<file path="config.mk">
export PLATFORM = sky130hd
export DESIGN_NAME = coremorph_sequencer
export DESIGN_NICKNAME = d
export VERILOG_FILES = /design/src/rtl/coremorph_pkg.sv /design/src/rtl/coremorph_datapath.sv /design/src/rtl/coremorph_control.sv /design/src/rtl/coremorph_sequencer.sv
export SDC_FILE = /design/constraint.sdc
export NUM_CORES = 1
export LEC_CHECK = 0
export BUFFER_PORTS_ARGS = -buffer_cell sky130_fd_sc_hd__buf_2
export CORE_MARGIN = 1.5
export CORE_UTILIZATION = 23
export DETAILED_ROUTE_END_ITERATION = 16
export MAX_ROUTING_LAYER = met4
export PLACE_DENSITY = 0.39
export SLEW_MARGIN = 0
export SYNTH_ARGS = -nofsm -noshare
export SYNTH_HDL_FRONTEND = slang
export SYNTH_SLANG_ARGS = --single-unit
</file>
<file path="constraint.sdc">
create_clock -name clk -period 5.9 [get_ports clk]
set_input_delay 0.295 -clock clk [delete_from_list [all_inputs] [get_ports clk]]
set_output_delay 0.295 -clock clk [all_outputs]
set_load 0.05 [all_outputs]
</file>
<file path="src/rtl/coremorph_pkg.sv">
package coremorph_pkg;

  typedef enum logic [1:0] {
    MODE_AVG     = 2'd0,
    MODE_NARROW  = 2'd1,
    MODE_LARGE   = 2'd2,
    MODE_SMALL   = 2'd3
  } coreMode_t;

  typedef struct packed {
    logic load;        // capture requested mode as target
    logic stepBank;    // move one bank toward target
    logic applyFront;  // set width, decoders and frequency
    logic commit;      // target becomes active mode
  } seqStrobe_t;

  typedef struct packed {
    logic [8:0] iqEntries;
    logic [8:0] robEntries;
    logic [8:0] lsqEntries;
    logic [2:0] width;
    logic [4:0] freq;   // 100 MHz units
  } modeCfg_t;

  function automatic modeCfg_t modeCfg(input logic [1:0] m);
    modeCfg_t c;
    case (m)
      2'd0:    c = '{9'd36, 9'd128, 9'd128, 3'd4, 5'd16};
      2'd1:    c = '{9'd24, 9'd64,  9'd64,  3'd2, 5'd20};
      2'd2:    c = '{9'd48, 9'd256, 9'd128, 3'd4, 5'd14};
      default: c = '{9'd12, 9'd16,  9'd16,  3'd1, 5'd12};
    endcase
    return c;
  endfunction

  function automatic int bankCount(input int entries, input int bankSize);
    return (entries + bankSize - 1) / bankSize;
  endfunction

endpackage

</file>
<file path="src/rtl/coremorph_datapath.sv">
module coremorph_datapath
  import coremorph_pkg::*;
#(
  parameter int IQ_BANK   = 4,
  parameter int ROB_BANK  = 16,
  parameter int LSQ_BANK  = 16,
  parameter int IQ_BANKS  = 12,
  parameter int ROB_BANKS = 16,
  parameter int LSQ_BANKS = 8,
  parameter int LANES     = 4
) (
  input  logic                 clk,
  input  logic                 rstN,
  input  seqStrobe_t           strobe,
  input  logic [1:0]           reqMode,
  output logic                 sameMode,
  output logic                 banksMatch,
  output logic [IQ_BANKS-1:0]  iqBankEn,
  output logic [ROB_BANKS-1:0] robBankEn,
  output logic [LSQ_BANKS-1:0] lsqBankEn,
  output logic [LANES-1:0]     decEn,
  output logic [2:0]           fetchWidth,
  output logic [4:0]           freqSel,
  output logic [1:0]           activeMode
);
  localparam int MAX_BANKS = (IQ_BANKS > ROB_BANKS) ?
                             ((IQ_BANKS > LSQ_BANKS) ? IQ_BANKS : LSQ_BANKS) :
                             ((ROB_BANKS > LSQ_BANKS) ? ROB_BANKS : LSQ_BANKS);
  localparam int CNT_W = $clog2(MAX_BANKS + 1);
  localparam modeCfg_t RST_CFG = modeCfg(2'd0);
  localparam int RST_IQ  = bankCount(int'(RST_CFG.iqEntries), IQ_BANK);
  localparam int RST_ROB = bankCount(int'(RST_CFG.robEntries), ROB_BANK);
  localparam int RST_LSQ = bankCount(int'(RST_CFG.lsqEntries), LSQ_BANK);

  logic [1:0]       curMode, tgtMode;
  logic [CNT_W-1:0] iqCnt, robCnt, lsqCnt;
  logic [CNT_W-1:0] iqTgt, robTgt, lsqTgt;
  modeCfg_t         tgtCfg;

  always_comb begin
    tgtCfg = modeCfg(tgtMode);
    iqTgt  = CNT_W'(bankCount(int'(tgtCfg.iqEntries), IQ_BANK));
    robTgt = CNT_W'(bankCount(int'(tgtCfg.robEntries), ROB_BANK));
    lsqTgt = CNT_W'(bankCount(int'(tgtCfg.lsqEntries), LSQ_BANK));
  end

  assign sameMode   = (reqMode == curMode);
  assign banksMatch = (iqCnt == iqTgt) && (robCnt == robTgt) && (lsqCnt == lsqTgt);
  assign activeMode = curMode;

  always_ff @(posedge clk) begin
    if (!rstN) begin
      curMode    <= 2'd0;
      tgtMode    <= 2'd0;
      iqCnt      <= CNT_W'(RST_IQ);
      robCnt     <= CNT_W'(RST_ROB);
      lsqCnt     <= CNT_W'(RST_LSQ);
      fetchWidth <= RST_CFG.width;
      freqSel    <= RST_CFG.freq;
    end else begin
      if (strobe.load) tgtMode <= reqMode;
      if (strobe.stepBank) begin
        if (iqCnt != iqTgt)
          iqCnt <= (iqCnt < iqTgt) ? iqCnt + 1'b1 : iqCnt - 1'b1;
        else if (robCnt != robTgt)
          robCnt <= (robCnt < robTgt) ? robCnt + 1'b1 : robCnt - 1'b1;
        else if (lsqCnt != lsqTgt)
          lsqCnt <= (lsqCnt < lsqTgt) ? lsqCnt + 1'b1 : lsqCnt - 1'b1;
      end
      if (strobe.applyFront) begin
        fetchWidth <= tgtCfg.width;
        freqSel    <= tgtCfg.freq;
      end
      if (strobe.commit) curMode <= tgtMode;
    end
  end

  for (genvar i = 0; i < IQ_BANKS; i++) begin : g_iq
    assign iqBankEn[i] = (iqCnt > CNT_W'(i));
  end
  for (genvar i = 0; i < ROB_BANKS; i++) begin : g_rob
    assign robBankEn[i] = (robCnt > CNT_W'(i));
  end
  for (genvar i = 0; i < LSQ_BANKS; i++) begin : g_lsq
    assign lsqBankEn[i] = (lsqCnt > CNT_W'(i));
  end
  for (genvar i = 0; i < LANES; i++) begin : g_dec
    assign decEn[i] = (fetchWidth > 3'(i));
  end

  AST_ONE_BANK_STEP: assert property (@(posedge clk) disable iff (!rstN)
    $countones({iqCnt != $past(iqCnt), robCnt != $past(robCnt), lsqCnt != $past(lsqCnt)}) <= 1);

  AST_FRONT_AFTER_BANKS: assert property (@(posedge clk) disable iff (!rstN)
    (freqSel != $past(freqSel)) |-> banksMatch);

endmodule

</file>
<file path="src/rtl/coremorph_control.sv">
module coremorph_control
  import coremorph_pkg::*;
#(
  parameter int BANK_CYCLES = 10,
  parameter int DVFS_CYCLES = 200
) (
  input  logic       clk,
  input  logic       rstN,
  input  logic       reqValid,
  input  logic       pipeEmpty,
  input  logic       sameMode,
  input  logic       banksMatch,
  output seqStrobe_t strobe,
  output logic       busy,
  output logic       done
);
  localparam int WAIT_MAX = (BANK_CYCLES > DVFS_CYCLES) ? BANK_CYCLES : DVFS_CYCLES;
  localparam int WAIT_W   = $clog2(WAIT_MAX + 1);

  typedef enum logic [1:0] {S_IDLE, S_DRAIN, S_BANKS, S_DVFS} seqState_t;

  seqState_t   state, stateNext;
  logic [WAIT_W-1:0] waitCnt, waitNext;
  logic        doneNext;

  always_comb begin
    stateNext = state;
    waitNext  = waitCnt;
    doneNext  = 1'b0;
    strobe    = '0;
    case (state)
      S_IDLE: if (reqValid && !done) begin
        if (sameMode) doneNext = 1'b1;
        else begin
          strobe.load = 1'b1;
          stateNext   = S_DRAIN;
        end
      end
      S_DRAIN: if (pipeEmpty) begin
        stateNext = S_BANKS;
        waitNext  = '0;
      end
      S_BANKS: begin
        if (waitCnt != '0) waitNext = waitCnt - 1'b1;
        else if (!banksMatch) begin
          strobe.stepBank = 1'b1;
          waitNext        = WAIT_W'(BANK_CYCLES - 1);
        end else begin
          strobe.applyFront = 1'b1;
          waitNext          = WAIT_W'(DVFS_CYCLES - 1);
          stateNext         = S_DVFS;
        end
      end
      default: begin
        if (waitCnt != '0) waitNext = waitCnt - 1'b1;
        else begin
          strobe.commit = 1'b1;
          doneNext      = 1'b1;
          stateNext     = S_IDLE;
        end
      end
    endcase
  end

  always_ff @(posedge clk) begin
    if (!rstN) begin
      state   <= S_IDLE;
      waitCnt <= '0;
      done    <= 1'b0;
    end else begin
      state   <= stateNext;
      waitCnt <= waitNext;
      done    <= doneNext;
    end
  end

  assign busy = (state != S_IDLE);

  AST_DONE_PULSE: assert property (@(posedge clk) disable iff (!rstN)
    done |=> !done);

  AST_DONE_NOT_BUSY: assert property (@(posedge clk) disable iff (!rstN)
    done |-> !busy);

  AST_DRAIN_HOLD: assert property (@(posedge clk) disable iff (!rstN)
    (state == S_DRAIN && !pipeEmpty) |=> (state == S_DRAIN));

endmodule

</file>
<file path="src/rtl/coremorph_sequencer.sv">
module coremorph_sequencer
  import coremorph_pkg::*;
#(
  parameter int IQ_BANK     = 4,
  parameter int ROB_BANK    = 16,
  parameter int LSQ_BANK    = 16,
  parameter int IQ_BANKS    = 12,
  parameter int ROB_BANKS   = 16,
  parameter int LSQ_BANKS   = 8,
  parameter int LANES       = 4,
  parameter int BANK_CYCLES = 10,
  parameter int DVFS_CYCLES = 200
) (
  input  logic                 clk,
  input  logic                 rstN,
  input  logic                 reqValid,
  input  logic [1:0]           reqMode,
  input  logic                 pipeEmpty,
  output logic [IQ_BANKS-1:0]  iqBankEn,
  output logic [ROB_BANKS-1:0] robBankEn,
  output logic [LSQ_BANKS-1:0] lsqBankEn,
  output logic [LANES-1:0]     decEn,
  output logic [2:0]           fetchWidth,
  output logic [4:0]           freqSel,
  output logic [1:0]           activeMode,
  output logic                 busy,
  output logic                 done
);
  seqStrobe_t strobe;
  logic       sameMode, banksMatch;

  coremorph_control #(
    .BANK_CYCLES(BANK_CYCLES), .DVFS_CYCLES(DVFS_CYCLES)
  ) u_ctrl (
    .clk(clk), .rstN(rstN), .reqValid(reqValid), .pipeEmpty(pipeEmpty),
    .sameMode(sameMode), .banksMatch(banksMatch), .strobe(strobe),
    .busy(busy), .done(done)
  );

  coremorph_datapath #(
    .IQ_BANK(IQ_BANK), .ROB_BANK(ROB_BANK), .LSQ_BANK(LSQ_BANK),
    .IQ_BANKS(IQ_BANKS), .ROB_BANKS(ROB_BANKS), .LSQ_BANKS(LSQ_BANKS),
    .LANES(LANES)
  ) u_dp (
    .clk(clk), .rstN(rstN), .strobe(strobe), .reqMode(reqMode),
    .sameMode(sameMode), .banksMatch(banksMatch),
    .iqBankEn(iqBankEn), .robBankEn(robBankEn), .lsqBankEn(lsqBankEn),
    .decEn(decEn), .fetchWidth(fetchWidth), .freqSel(freqSel),
    .activeMode(activeMode)
  );

endmodule

</file>
==> metrics.md <==
| Metric | Value |
|---|---|
| Leak pwr | 1.50 nW |
| Fin Setup TNS | 0 ns |
| First-pass DRT Iterations | 4 |
| Area overhead of the layout relative to synthesis | 19.0% |
| Deepest level of the CTS H-tree | 2 |
| Max stage delay cell, worst path | sky130_fd_sc_hd__nand4_1 |
| Rel. slew slack | 44.1% |
| Input/output buffers | 56 |
| Post-DRT Antenna Nets | 0 |
| Antenna violations before repair | 0 |
| Maximum clock insertion buffer count | 2 |
| Count of endpoints failing hold in the final timing report | 0 |
| DR vias | 2,861 |
| Critical Path Fanout Max | 11 |
| Detail Placement HPWL | 6.07 mm |
| Count of yosys warnings during synthesis | 0 |
| Clk_lat worst skew | 0.28 ns |
| Core outline area | 0.0127 sq mm |
| Dpl cell area | 0.00342 sq mm |
| Clock Pin Slew Worst Setup and Hold Paths | 0.06 ns |
| Total of endpoints with negative setup slack in the final report | 0 |
| Tightest Pin Transition | 0.832 ns |
| Met3 usage | 2.04% |
| Crit-path max cell delay | 0.52 ns |
| Global-route track usage on met1 | 16.0% |
| Worst path buffer plus inverter count | 2 |
| Synthesized netlist cell count | 391 |
| Via/cell ratio | 4.71 |
| Worst EP required | 6.09 ns |
| GR peak layer | met2 |
| Share of cells above drive strength 1 | 17.7% |
| Top-count cell post-synth | sky130_fd_sc_hd__nand2_1 |
| Data arrival time of the worst path | 3.27 ns |
| Count of hold buffers inserted by post-cts repair | 0 |
| Post-Syn Area per Cell | 7.69 sq um |
| Distinct cells, synth | 59 |
| Total die area | 0.0138 sq mm |
| Initial cell density of the core | 23.7% |
| Die width | 117 microns |
| Share of the clock period used by the worst path | 52.2% |
| Post-layout nets | 478 |
| Remaining global-route overflow | 0 |
| Die outline height | 117 microns |
| Net Count, Synth | 435 |
| Weighted congestion reported at the end of routability-driven placement | 0.764 |
| Global-route met2 utilization | 19.5% |
| Top_reg_cell synth | sky130_fd_sc_hd__dfxtp_1 |
| Final min period | 3.08 ns |
| Synth area leaders | sky130_fd_sc_hd__dfxtp_1 (25%), sky130_fd_sc_hd__ha_1 (16%), sky130_fd_sc_hd__nand2_1 (6.1%) |
| Crit-path leading delay family | simple AND/OR/NAND/NOR gates |
| Number of buffers created by CTS | 5 |
| Yosys top cell area share | 24.6% |
| Cell Area, Synth | 0.00301 sq mm |
| Routed wire length per instance | 13.4 microns |
| Sequential area share after synthesis | 24.6% |
| Startpoint type of the worst setup path | flop |
| All-Layer GR Usage | 12.4% |
| Number of remaining DRC errors | 0 |
| Final Skew | 0.00284 ns |
| Result of the run | complete, no violations |
| EDFF count, synth | 0 |
| Total detailed-routing wirelength | 8.12 mm |
| Kind of critical path | flop to flop |
| Total power per unit cell area | 382 mW/mm^2 |
| Cell taking the most area after synthesis | sky130_fd_sc_hd__dfxtp_1 |
| Fin area | 0.00358 sq mm |
| Num ports | 58 |
| Clock tree root buffer cell | sky130_fd_sc_hd__clkbuf_16 |
| Number of cells upsized or downsized after cts | 0 |
| Maximum number of pins on one net before global-route repair | 28 |
| Number of storage elements in the synthesis netlist | 37 |
| RSZ-0062 raised after global routing | no |
| Max Cap Viol | 0 |
| Vias in the first global route | 2,695 |
| Peak supply drop | 0.150 mV |
| Cells along the critical path | inv_1 -> ha_1 -> inv_1 -> ha_1 -> nand4_1 -> nor4_2 -> nand4_1 -> or2_2 -> a21oi_1 |
| Number of antenna cells inserted | 0 |
| HP Class | primary input to flop |
| Peak Freq | 325 MHz |
| Share of synthesized flip-flops with an asynchronous set or reset | 0% |
| Commonest cells in the netlist | sky130_fd_sc_hd__nand2_1 (49), sky130_fd_sc_hd__ha_1 (38), sky130_fd_sc_hd__dfxtp_1 (37), sky130_fd_sc_hd__nor2_1 (37), sky130_fd_sc_hd__o21ai_0 (25) |
| Clock tree from TritonCTS | done |
| Site Rows | 41 |
| Buffers inserted during post-CTS setup optimization | 0 |
| Iteration-0 DRC Markers | 97 |
| Slew Viols, Final | 0 |
| Wire length of the first global-routing pass | 13.6 mm |
| TritonCTS Sinks | 37 |
| Crit. End Element | flop |
==> cell families (layout without fill, tap and decap cells) <==
group | count (synthesis) | count (layout) | synth area share, %
xor gates and xnor gates | 10 | 10 | 2.91
muxes | 14 | 14 | 4.74
DFF | 37 | 37 | 24.6
and+or+nand+nor | 164 | 164 | 27.8
other | 1 | 1 | 0.125
adders and majority gates | 38 | 38 | 15.8
buffers and inverters | 42 | 86 | 5.45
AOI/OAI and AO/OA | 85 | 85 | 18.5
==> final cells by class <==
cell class	instances	area, sq um
Inverter	22	82.6
Timing Repair Buffer	56	280
Tap cell	172	215
Multi-Input combinational cell	312	2100
Clock inverter	1	5.00
Sequential cell	37	741
Clock buffer	7	153
Fill cell	1392	9090
==> tightest hold or removal path, cell delays in order <==
cell	delay, ns
sky130_fd_sc_hd__buf_2	0.10
sky130_fd_sc_hd__mux2i_1	0.06
sky130_fd_sc_hd__nor2_1	0.08
==> per-stage QoR <==
stage	hold WS [ns]	setup WS [ns]	utilization [%]	instances	total power, W
3_5_place_dp	0.454	2.89	27.0	599	0.00108
6_report	0.289	2.82	28.2	607	0.00137
4_1_cts	0.283	2.86	28.2	607	0.00138
5_1_grt	0.311	2.62	28.2	607	0.00147
3_3_place_gp	0.459	2.95	27.0	599	0.00109
2_1_floorplan	0.442	3.16	-	391	0.000934
==> power breakdown <==
group	total [W]	switching [W]	internal, W
combinational	0.000728	0.000466	0.000263
sequential	0.000352	0.0000608	0.000291
clock	0.000285	0.000106	0.000179
total	0.00137	0.000633	0.000733
==> path summary, 6_finish.rpt <==
| kind | to | cells past startpoint | slack (ns) | startpoint |
|---|---|---|---|---|
| setup reg to reg | u_dp.freqSel[2] | 9 | 2.82 | u_dp.tgtMode[0] |
| hold reg to reg | u_dp.freqSel[2] | 2 | 0.46 | u_dp.freqSel[2] |
| hold / removal | u_dp.tgtMode[1] | 3 | 0.29 | reqMode[1] |
| setup / recovery | u_dp.freqSel[2] | 9 | 2.82 | u_dp.tgtMode[0] |
==> cell usage in the layout, fill, tap and decap left out, types with 3 or more instances in the layout <==
master / n
sky130_fd_sc_hd__nand2_1: 49
sky130_fd_sc_hd__nand4_1: 5
sky130_fd_sc_hd__a21o_1: 6
sky130_fd_sc_hd__o211ai_1: 3
sky130_fd_sc_hd__o21ai_0: 25
sky130_fd_sc_hd__dfxtp_1: 37
sky130_fd_sc_hd__a31oi_1: 3
sky130_fd_sc_hd__nor2b_1: 9
sky130_fd_sc_hd__xor2_1: 5
sky130_fd_sc_hd__nand2b_1: 5
sky130_fd_sc_hd__or3_1: 8
sky130_fd_sc_hd__o31ai_1: 5
sky130_fd_sc_hd__and2_1: 4
sky130_fd_sc_hd__a21oi_1: 13
sky130_fd_sc_hd__o21a_1: 3
sky130_fd_sc_hd__or2_2: 5
sky130_fd_sc_hd__or4_1: 3
sky130_fd_sc_hd__and3_1: 3
sky130_fd_sc_hd__xnor2_1: 5
sky130_fd_sc_hd__clkbuf_16: 5
sky130_fd_sc_hd__o32ai_1: 3
sky130_fd_sc_hd__inv_1: 20
sky130_fd_sc_hd__nor2_1: 37
sky130_fd_sc_hd__a211oi_1: 4
sky130_fd_sc_hd__a21boi_0: 3
sky130_fd_sc_hd__mux2i_1: 12
sky130_fd_sc_hd__nand3_1: 11
sky130_fd_sc_hd__buf_2: 56
sky130_fd_sc_hd__nand3b_1: 3
sky130_fd_sc_hd__nor3_1: 9
sky130_fd_sc_hd__ha_1: 38
sky130_fd_sc_hd__nor4_1: 3
==> sequential cells by signal, summed over array words and instances (netlist names) <==
| name | flops |
|---|---|
| u_dp.robCnt | 5 |
| u_ctrl.state | 2 |
| u_ctrl.waitCnt | 8 |
| u_dp.iqCnt | 5 |
| u_dp.activeMode | 2 |
| u_dp.fetchWidth | 3 |
| u_dp.lsqCnt | 5 |
| u_ctrl.done | 1 |
| u_dp.tgtMode | 2 |
| u_dp.freqSel | 4 |
==> layer usage <==
layer  vias up  wire [microns]
li1       1467               -
met1      1331            4060
met2        55            3670
met3         8             247
met4         0             142
met5         -               0
Power figures use the tool's default switching activity.
